`src/rtl/hb_pkg.sv`:
```
package hb_pkg;

  typedef enum logic [1:0] {
    BS_SEPARATE = 2'd0,
    BS_STROBE   = 2'd1,
    BS_MUXED    = 2'd2
  } bus_style_e;

endpackage

```
`src/rtl/hb_sync.sv`:
```
module hb_sync #(
  parameter int W      = 1,
  parameter int STAGES = 2
) (
  input  logic         clk,
  input  logic [W-1:0] d,
  output logic [W-1:0] q
);

  logic [W-1:0] chain [STAGES];

  genvar g;
  generate
    for (g = 0; g < STAGES; g++) begin : g_stage
      if (g == 0) begin : g_first
        always_ff @(posedge clk) chain[0] <= d;
      end else begin : g_next
        always_ff @(posedge clk) chain[g] <= chain[g-1];
      end
    end
  endgenerate

  assign q = chain[STAGES-1];

endmodule

```
`src/rtl/hb_mode_detect.sv`:
```
module hb_mode_detect
  import hb_pkg::*;
(
  input  logic       clk,
  input  logic       rst,
  input  logic       ale_s,
  output bus_style_e style_q,
  output logic       ale_fall
);

  logic ale_prev;
  logic mux_q;
  logic ale_edge;

  always_ff @(posedge clk) ale_prev <= ale_s;

  assign ale_edge = ale_s ^ ale_prev;
  assign ale_fall = !rst && ale_prev && !ale_s;

  always_ff @(posedge clk) begin
    if (rst) begin
      mux_q   <= 1'b0;
      style_q <= ale_s ? BS_STROBE : BS_SEPARATE;
    end else begin
      if (ale_edge) mux_q <= 1'b1;
      if (mux_q || ale_edge)
        style_q <= BS_MUXED;
      else
        style_q <= ale_s ? BS_STROBE : BS_SEPARATE;
    end
  end

  // multiplexed selection never drops back without reset
  p_mux_sticky_r4: assert property (@(posedge clk) disable iff (rst)
    mux_q |=> mux_q);

endmodule

```
`src/rtl/hb_strobe_decode.sv`:
```
module hb_strobe_decode
  import hb_pkg::*;
(
  input  logic       clk,
  input  logic       rst,
  input  bus_style_e style,
  input  logic       cs_n_s,
  input  logic       wr_n_s,
  input  logic       rd_n_s,
  input  logic       rw_s,
  input  logic       ds_n_s,
  output logic       wr_commit,
  output logic       rd_start,
  output logic       rd_active
);

  logic wr_act, rd_act, cs_act;
  logic wr_prev, rd_prev;

  always_comb begin
    if (style == BS_STROBE) begin
      wr_act = !ds_n_s && !rw_s;
      rd_act = !ds_n_s &&  rw_s;
    end else begin
      wr_act = !wr_n_s;
      rd_act = !rd_n_s;
    end
  end

  assign cs_act = !cs_n_s;

  always_ff @(posedge clk) begin
    if (rst) begin
      wr_prev <= 1'b0;
      rd_prev <= 1'b0;
    end else begin
      wr_prev <= wr_act;
      rd_prev <= rd_act;
    end
  end

  assign wr_commit = cs_act && wr_prev && !wr_act;
  assign rd_start  = cs_act && !rd_prev && rd_act;
  assign rd_active = cs_act && rd_act;

endmodule

```
`src/rtl/hb_access.sv`:
```
module hb_access
  import hb_pkg::*;
#(
  parameter int W = 8
) (
  input  logic         clk,
  input  logic         rst,
  input  logic         strap_ind,
  input  bus_style_e   style,
  input  logic         ale_fall,
  input  logic [W-1:0] addr_s,
  input  logic [W-1:0] ad_s,
  input  logic         wr_commit,
  input  logic         rd_start,
  input  logic         rd_active,
  input  logic [W-1:0] reg_rdata,
  output logic [W-1:0] reg_addr,
  output logic [W-1:0] reg_wdata,
  output logic         reg_we,
  output logic         reg_re,
  output logic [W-1:0] bus_dout,
  output logic         bus_doe
);

  logic [W-1:0] lat_addr;
  logic [W-1:0] ptr_q;
  logic [W-1:0] eff_addr;
  logic [W-1:0] target;
  logic         sel_ptr;

  always_ff @(posedge clk) begin
    if (rst)           lat_addr <= '0;
    else if (ale_fall) lat_addr <= ad_s;
  end

  assign eff_addr = (style == BS_MUXED) ? lat_addr : addr_s;
  assign sel_ptr  = strap_ind && !eff_addr[0];
  assign target   = strap_ind ? ptr_q : eff_addr;

  always_ff @(posedge clk) begin
    if (rst) begin
      ptr_q     <= '0;
      reg_addr  <= '0;
      reg_wdata <= '0;
      reg_we    <= 1'b0;
      reg_re    <= 1'b0;
      bus_dout  <= '0;
      bus_doe   <= 1'b0;
    end else begin
      reg_addr <= target;
      reg_we   <= wr_commit && !sel_ptr;
      reg_re   <= rd_start && !sel_ptr;
      if (wr_commit) reg_wdata <= ad_s;
      if (wr_commit && sel_ptr) ptr_q <= ad_s;
      bus_doe  <= rd_active;
      bus_dout <= sel_ptr ? ptr_q : reg_rdata;
    end
  end

  // a write strobe lasts one cycle
  p_we_pulse_r6: assert property (@(posedge clk) disable iff (rst)
    reg_we |=> !reg_we);

  // write and read strobes are exclusive
  p_no_rw_overlap_r10: assert property (@(posedge clk) disable iff (rst)
    !(reg_we && reg_re));

  // in indirect mode the register address moves only after a pointer update
  p_ptr_hold_r8: assert property (@(posedge clk) disable iff (rst)
    (strap_ind && $stable(ptr_q)) |=> $stable(reg_addr));

endmodule

```
`src/rtl/hostbus_port.sv`:
```
module hostbus_port
  import hb_pkg::*;
#(
  parameter int W           = 8,
  parameter int SYNC_STAGES = 2
) (
  input  logic         clk,
  input  logic         rst,
  input  logic         strap_indirect,
  input  logic         bus_ale,
  input  logic         bus_cs_n,
  input  logic         bus_wr_n,
  input  logic         bus_rd_n,
  input  logic         bus_rw,
  input  logic         bus_ds_n,
  input  logic [W-1:0] bus_addr,
  input  logic [W-1:0] bus_ad_in,
  output logic [W-1:0] bus_ad_out,
  output logic         bus_ad_oe,
  output logic [W-1:0] reg_addr,
  output logic [W-1:0] reg_wdata,
  output logic         reg_we,
  output logic         reg_re,
  input  logic [W-1:0] reg_rdata
);

  localparam int CTRL_W = 6;
  localparam int PINS_W = CTRL_W + 2 * W;

  logic [PINS_W-1:0] pins_raw, pins_s;
  logic              ale_s, cs_n_s, wr_n_s, rd_n_s, rw_s, ds_n_s;
  logic [W-1:0]      addr_s, ad_s;
  bus_style_e        style;
  logic              ale_fall, wr_commit, rd_start, rd_active;

  assign pins_raw = {bus_ale, bus_cs_n, bus_wr_n, bus_rd_n, bus_rw, bus_ds_n,
                     bus_addr, bus_ad_in};

  hb_sync #(.W(PINS_W), .STAGES(SYNC_STAGES)) u_sync (
    .clk (clk),
    .d   (pins_raw),
    .q   (pins_s)
  );

  assign {ale_s, cs_n_s, wr_n_s, rd_n_s, rw_s, ds_n_s, addr_s, ad_s} = pins_s;

  hb_mode_detect u_mode (
    .clk      (clk),
    .rst      (rst),
    .ale_s    (ale_s),
    .style_q  (style),
    .ale_fall (ale_fall)
  );

  hb_strobe_decode u_strobe (
    .clk       (clk),
    .rst       (rst),
    .style     (style),
    .cs_n_s    (cs_n_s),
    .wr_n_s    (wr_n_s),
    .rd_n_s    (rd_n_s),
    .rw_s      (rw_s),
    .ds_n_s    (ds_n_s),
    .wr_commit (wr_commit),
    .rd_start  (rd_start),
    .rd_active (rd_active)
  );

  hb_access #(.W(W)) u_access (
    .clk       (clk),
    .rst       (rst),
    .strap_ind (strap_indirect),
    .style     (style),
    .ale_fall  (ale_fall),
    .addr_s    (addr_s),
    .ad_s      (ad_s),
    .wr_commit (wr_commit),
    .rd_start  (rd_start),
    .rd_active (rd_active),
    .reg_rdata (reg_rdata),
    .reg_addr  (reg_addr),
    .reg_wdata (reg_wdata),
    .reg_we    (reg_we),
    .reg_re    (reg_re),
    .bus_dout  (bus_ad_out),
    .bus_doe   (bus_ad_oe)
  );

endmodule

```
`config.mk`:
```
export PLATFORM = sky130hd
export DESIGN_NAME = hostbus_port
export DESIGN_NICKNAME = d
export VERILOG_FILES = /design/src/rtl/hb_pkg.sv /design/src/rtl/hb_sync.sv /design/src/rtl/hb_mode_detect.sv /design/src/rtl/hb_strobe_decode.sv /design/src/rtl/hb_access.sv /design/src/rtl/hostbus_port.sv
export SDC_FILE = /design/constraint.sdc
export NUM_CORES = 1
export LEC_CHECK = 0
export ABC_AREA = 1
export ABC_CLOCK_PERIOD_IN_PS = 1700
export BUFFER_PORTS_ARGS = -buffer_cell sky130_fd_sc_hd__buf_2
export CAP_MARGIN = 20
export CORE_UTILIZATION = 52
export CTS_CLUSTER_SIZE = 12
export DETAILED_ROUTE_END_ITERATION = 16
export GPL_ROUTABILITY_DRIVEN = 0
export MAX_ROUTING_LAYER = met4
export PLACE_DENSITY = 0.83
export SYNTH_ARGS = -nofsm -noshare
export SYNTH_HDL_FRONTEND = slang
export SYNTH_SLANG_ARGS = --single-unit
```
`constraint.sdc`:
```
create_clock -name clk -period 1.7 [get_ports clk]
set_clock_uncertainty 0.2 [all_clocks]
set_input_delay 0.085 -clock clk [delete_from_list [all_inputs] [get_ports clk]]
set_output_delay 0.085 -clock clk [all_outputs]
set_load 0.005 [all_outputs]
```
==> qor.txt <==
Status -> finished, final reports clean
Fin area -> 0.003691 mm2
Crit share post-route -> 94.44%
CTS tree -> built
Sw power -> 0.9679 mW
Type of element capturing the critical path -> register
Worst-case vdd ir drop -> 0.0007730 V
Minimum clock period -> 1.605 ns
Worst-path clk slew -> 0.09 ns
Crit Path Class -> register to register
Clk pwr share -> 32.4%
Ant diodes -> 0
Register area share after synthesis -> 65.41%
1st-iter DRT viols -> 132
Post-route insts no fill -> 471
Reg2reg path depth -> 6
Layout cell share with drive strength beyond 1 -> 23.19%
Sw frac -> 24.44%
1st-pass router iterations -> 4
Unrepaired setup endpoints after global routing -> false
PnR worst setup slack -> 0.09454 ns
Crit path DAT -> 1.63 ns
HPWL reported at the end of detailed placement -> 3372 um
Placed Cells -> 423
Top cell type's share of synthesized area -> 65.41%
Critical Path RT -> 1.73 ns
Inserted Clock Buffers -> 9
Adder-cell share of the synthesized area -> 0%
CP most frequent cell -> nand2_2
Simple-gate share of the synthesized area -> 12.04%
DR WL/cell -> 11.81 um
Relative slew margins -> 74.78%
Type of origin of the critical path -> register
Total power -> 3.960 mW
Flop pwr share -> 59.2%
Maxcap violations -> 0
CP cell instances -> inv_1, nand2_2, nand2_2, nand3_4, o21ai_0, a21oi_1
Core area -> 0.005205 mm2
CP peak stage delay -> 0.35 ns
Pwr dens -> 1073 mW/mm2
XOR/XNOR Fraction of Synth Area -> 0%
Clock Root Buffer -> clkbuf_8
Crit Path Max Fanout -> 33
Leading area contributor after synthesis -> dfxtp_1
CTS H-tree depth -> 3
Port bufs -> 59
Initial Util -> 54.69%
Io pins -> 60
Hold Vio Cnt, Final -> 0
Post-synth ARST share -> 0%
Pre-CTS setup slack -> 0.1464 ns
Die Height -> 75.99 um
Post-synthesis compound-gate area fraction -> 13.49%
Placement Rows -> 26
Leak Pwr -> 1.735 nW
Dominant cells by area after synthesis -> dfxtp_1 65%, o21ai_0 7.6%, inv_1 6.1%
Main synth FF type -> dfxtp_1
Gate Count Post-Synth -> 301
GR Util All Layers -> 21.70%
Clock latency on the worst-skew pair -> 0.35 ns
Post-synthesis mux area share -> 0%
Area of placed instances -> 0.003197 mm2
Post-synth EDFFs -> 0
Nets -> 429
FILL cells -> 412
Setup TNS -> 0 ns
Warnings from Yosys -> 0
Main combinational cell family by area after synthesis -> compound AO/OA/AOI/OAI gates
Routed vias/inst -> 4.616
Worst-Margin Slew -> 0.3775 ns
Mean Syn Cell Area -> 9.457 um2
Final wirelength -> 5562 um
WHS Path Cells -> 0
DRC Markers -> 0
Largest net degree at the start of global routing -> 34
Path category of the worst min-delay check -> register to register
Initial antenna violation count -> 0
Yosys reg bits -> 93
R2R setup slack -> 0.09 ns
ANT nets after route -> 0
Slowest CP cell -> dfxtp_1
Synth Net Count -> 334
# setup viols final -> 0
Die W -> 75.99 um
TritonCTS sink count -> 93
Die area -> 0.005774 mm2
Int Pwr -> 2.992 mW
Peak Freq -> 0.6229 GHz
Logic gate share of total power -> 8.4%
Yosys cell types -> 22
First-pass GRT wire length -> 9273 um
Vias in the first global route -> 2094
Area grow syn2layout -> 29.67%
Max Root-Sink Buffers -> 2
Gr ovfl total -> 0
Mapped cell area -> 0.002846 mm2
Slew Limit Fails -> 0
Post-CTS sizing -> 0
Detailed-route via count -> 2174
[cell type report]
type,count,area (um2),share of cell area (%)
inverter,48,180.2,4.881
tap,70,87.58,2.373
clock inverter,7,50.05,1.356
sequential,93,1862,50.44
clock buffer,9,123.9,3.356
timing repair buffer,97,660.6,17.90
multi-input combinational,147,726.9,19.69
[what timing repair did]
item | CTS | global route
buffers inserted | 0 | 0
hold endpoints to repair | 35 | 0
hold buffers | 32 | 0
[cells by family (layout without fill, tap and decap cells)]
group                  count (synthesis)  count (layout)
AND/OR/NAND/NOR                       73              73
AO/OA/AOI/OAI                         74              74
buffers and inverters                 61             161
flip-flops                            93              93
[cell usage in the layout, fill, tap and decap left out]
cell type,synthesis,routed
nor3_2,1,1
clkinv_2,0,2
nor2_1,17,17
inv_2,1,1
clkinv_1,1,1
nand2_1,36,36
clkbuf_8,0,9
inv_6,0,1
nand3_4,2,2
buf_2,4,59
nand2_2,4,4
nand2_4,1,1
nor3_1,9,9
o21a_1,1,1
dlygate4sd3_1,0,32
inv_1,46,46
o21ai_2,3,3
nor3b_1,1,1
dfxtp_1,93,93
clkinv_4,0,1
buf_4,2,6
o21ai_0,43,43
a21oi_1,27,27
nand3_1,2,2
clkinvlp_4,0,3
[critical path: cells and delay by family (launching register included)]
family                 cells  cell delay [ns]
buffers and inverters      1             0.07
DFF                        1             0.35
AOI/OAI and AO/OA          2             0.40
and+or+nand+nor            3             0.45
[registers in the layout, indices dropped and copies added, names as in the netlist]
signal              flops
u_sync.chain           44
u_access.bus_dout       8
u_access.lat_addr       8
u_access.ptr_q          8
u_access.reg_addr       8
u_access.reg_wdata      8
u_mode.style_q          2
u_access.bus_doe        1
u_access.reg_re         1
u_access.reg_we         1
u_mode.ale_prev         1
u_mode.mux_q            1
u_strobe.rd_prev        1
u_strobe.wr_prev        1
[worst paths after layout]
path,from,endpoint
hold / removal,u_sync.chain[0][21]$_DFF_P_,u_sync.chain[0][43]$_DFF_P_
setup reg to reg,u_mode.style_q[1]$_SDFF_PP0_,u_access.reg_wdata[2]$_SDFFE_PP0P_
setup / recovery,u_mode.style_q[1]$_SDFF_PP0_,u_access.reg_wdata[2]$_SDFFE_PP0P_
hold reg to reg,u_sync.chain[0][21]$_DFF_P_,u_sync.chain[0][43]$_DFF_P_
[layer usage]
| layer | vias to the layer above | wire length (um) | GRT usage (%) |
|---|---|---|---|
| li1 | 1131 | - | - |
| met2 | 71 | 2636 | 34.36 |
| met4 | 0 | 157 | 13.65 |
| met1 | 957 | 2487 | 25.25 |
| met3 | 15 | 281 | 4.551 |
| met5 | - | 0 | - |
[through the flow]
stage	utilization (%)	hold WS, ns
floorplan	-	-0.08728
global route	70.91	0.1399
global placement	61.42	-0.01297
detailed placement	61.42	-0.01143
CTS	70.91	0.1295
finish	70.91	0.1284
[synthesized netlist by cell type (3+ instances only)]
cell type	n
nor3_1	9
o21ai_2	3
inv_1	46
nor2_1	17
nand2_2	4
a21oi_1	27
o21ai_0	43
clkbuf_1	4
nand2_1	36
buf_2	4
dfxtp_1	93
[power by group through the flow]
stage | sequential, mW | combinational (mW) | clock, mW
3_3_place_gp | 2.39 | 0.263 | 0
6_report | 2.34 | 0.334 | 1.28
3_5_place_dp | 2.39 | 0.272 | 0
4_1_cts | 2.34 | 0.330 | 1.31
2_1_floorplan | 2.39 | 0.166 | 0
5_1_grt | 2.36 | 0.374 | 1.42
(Power assumes the default switching activity.)
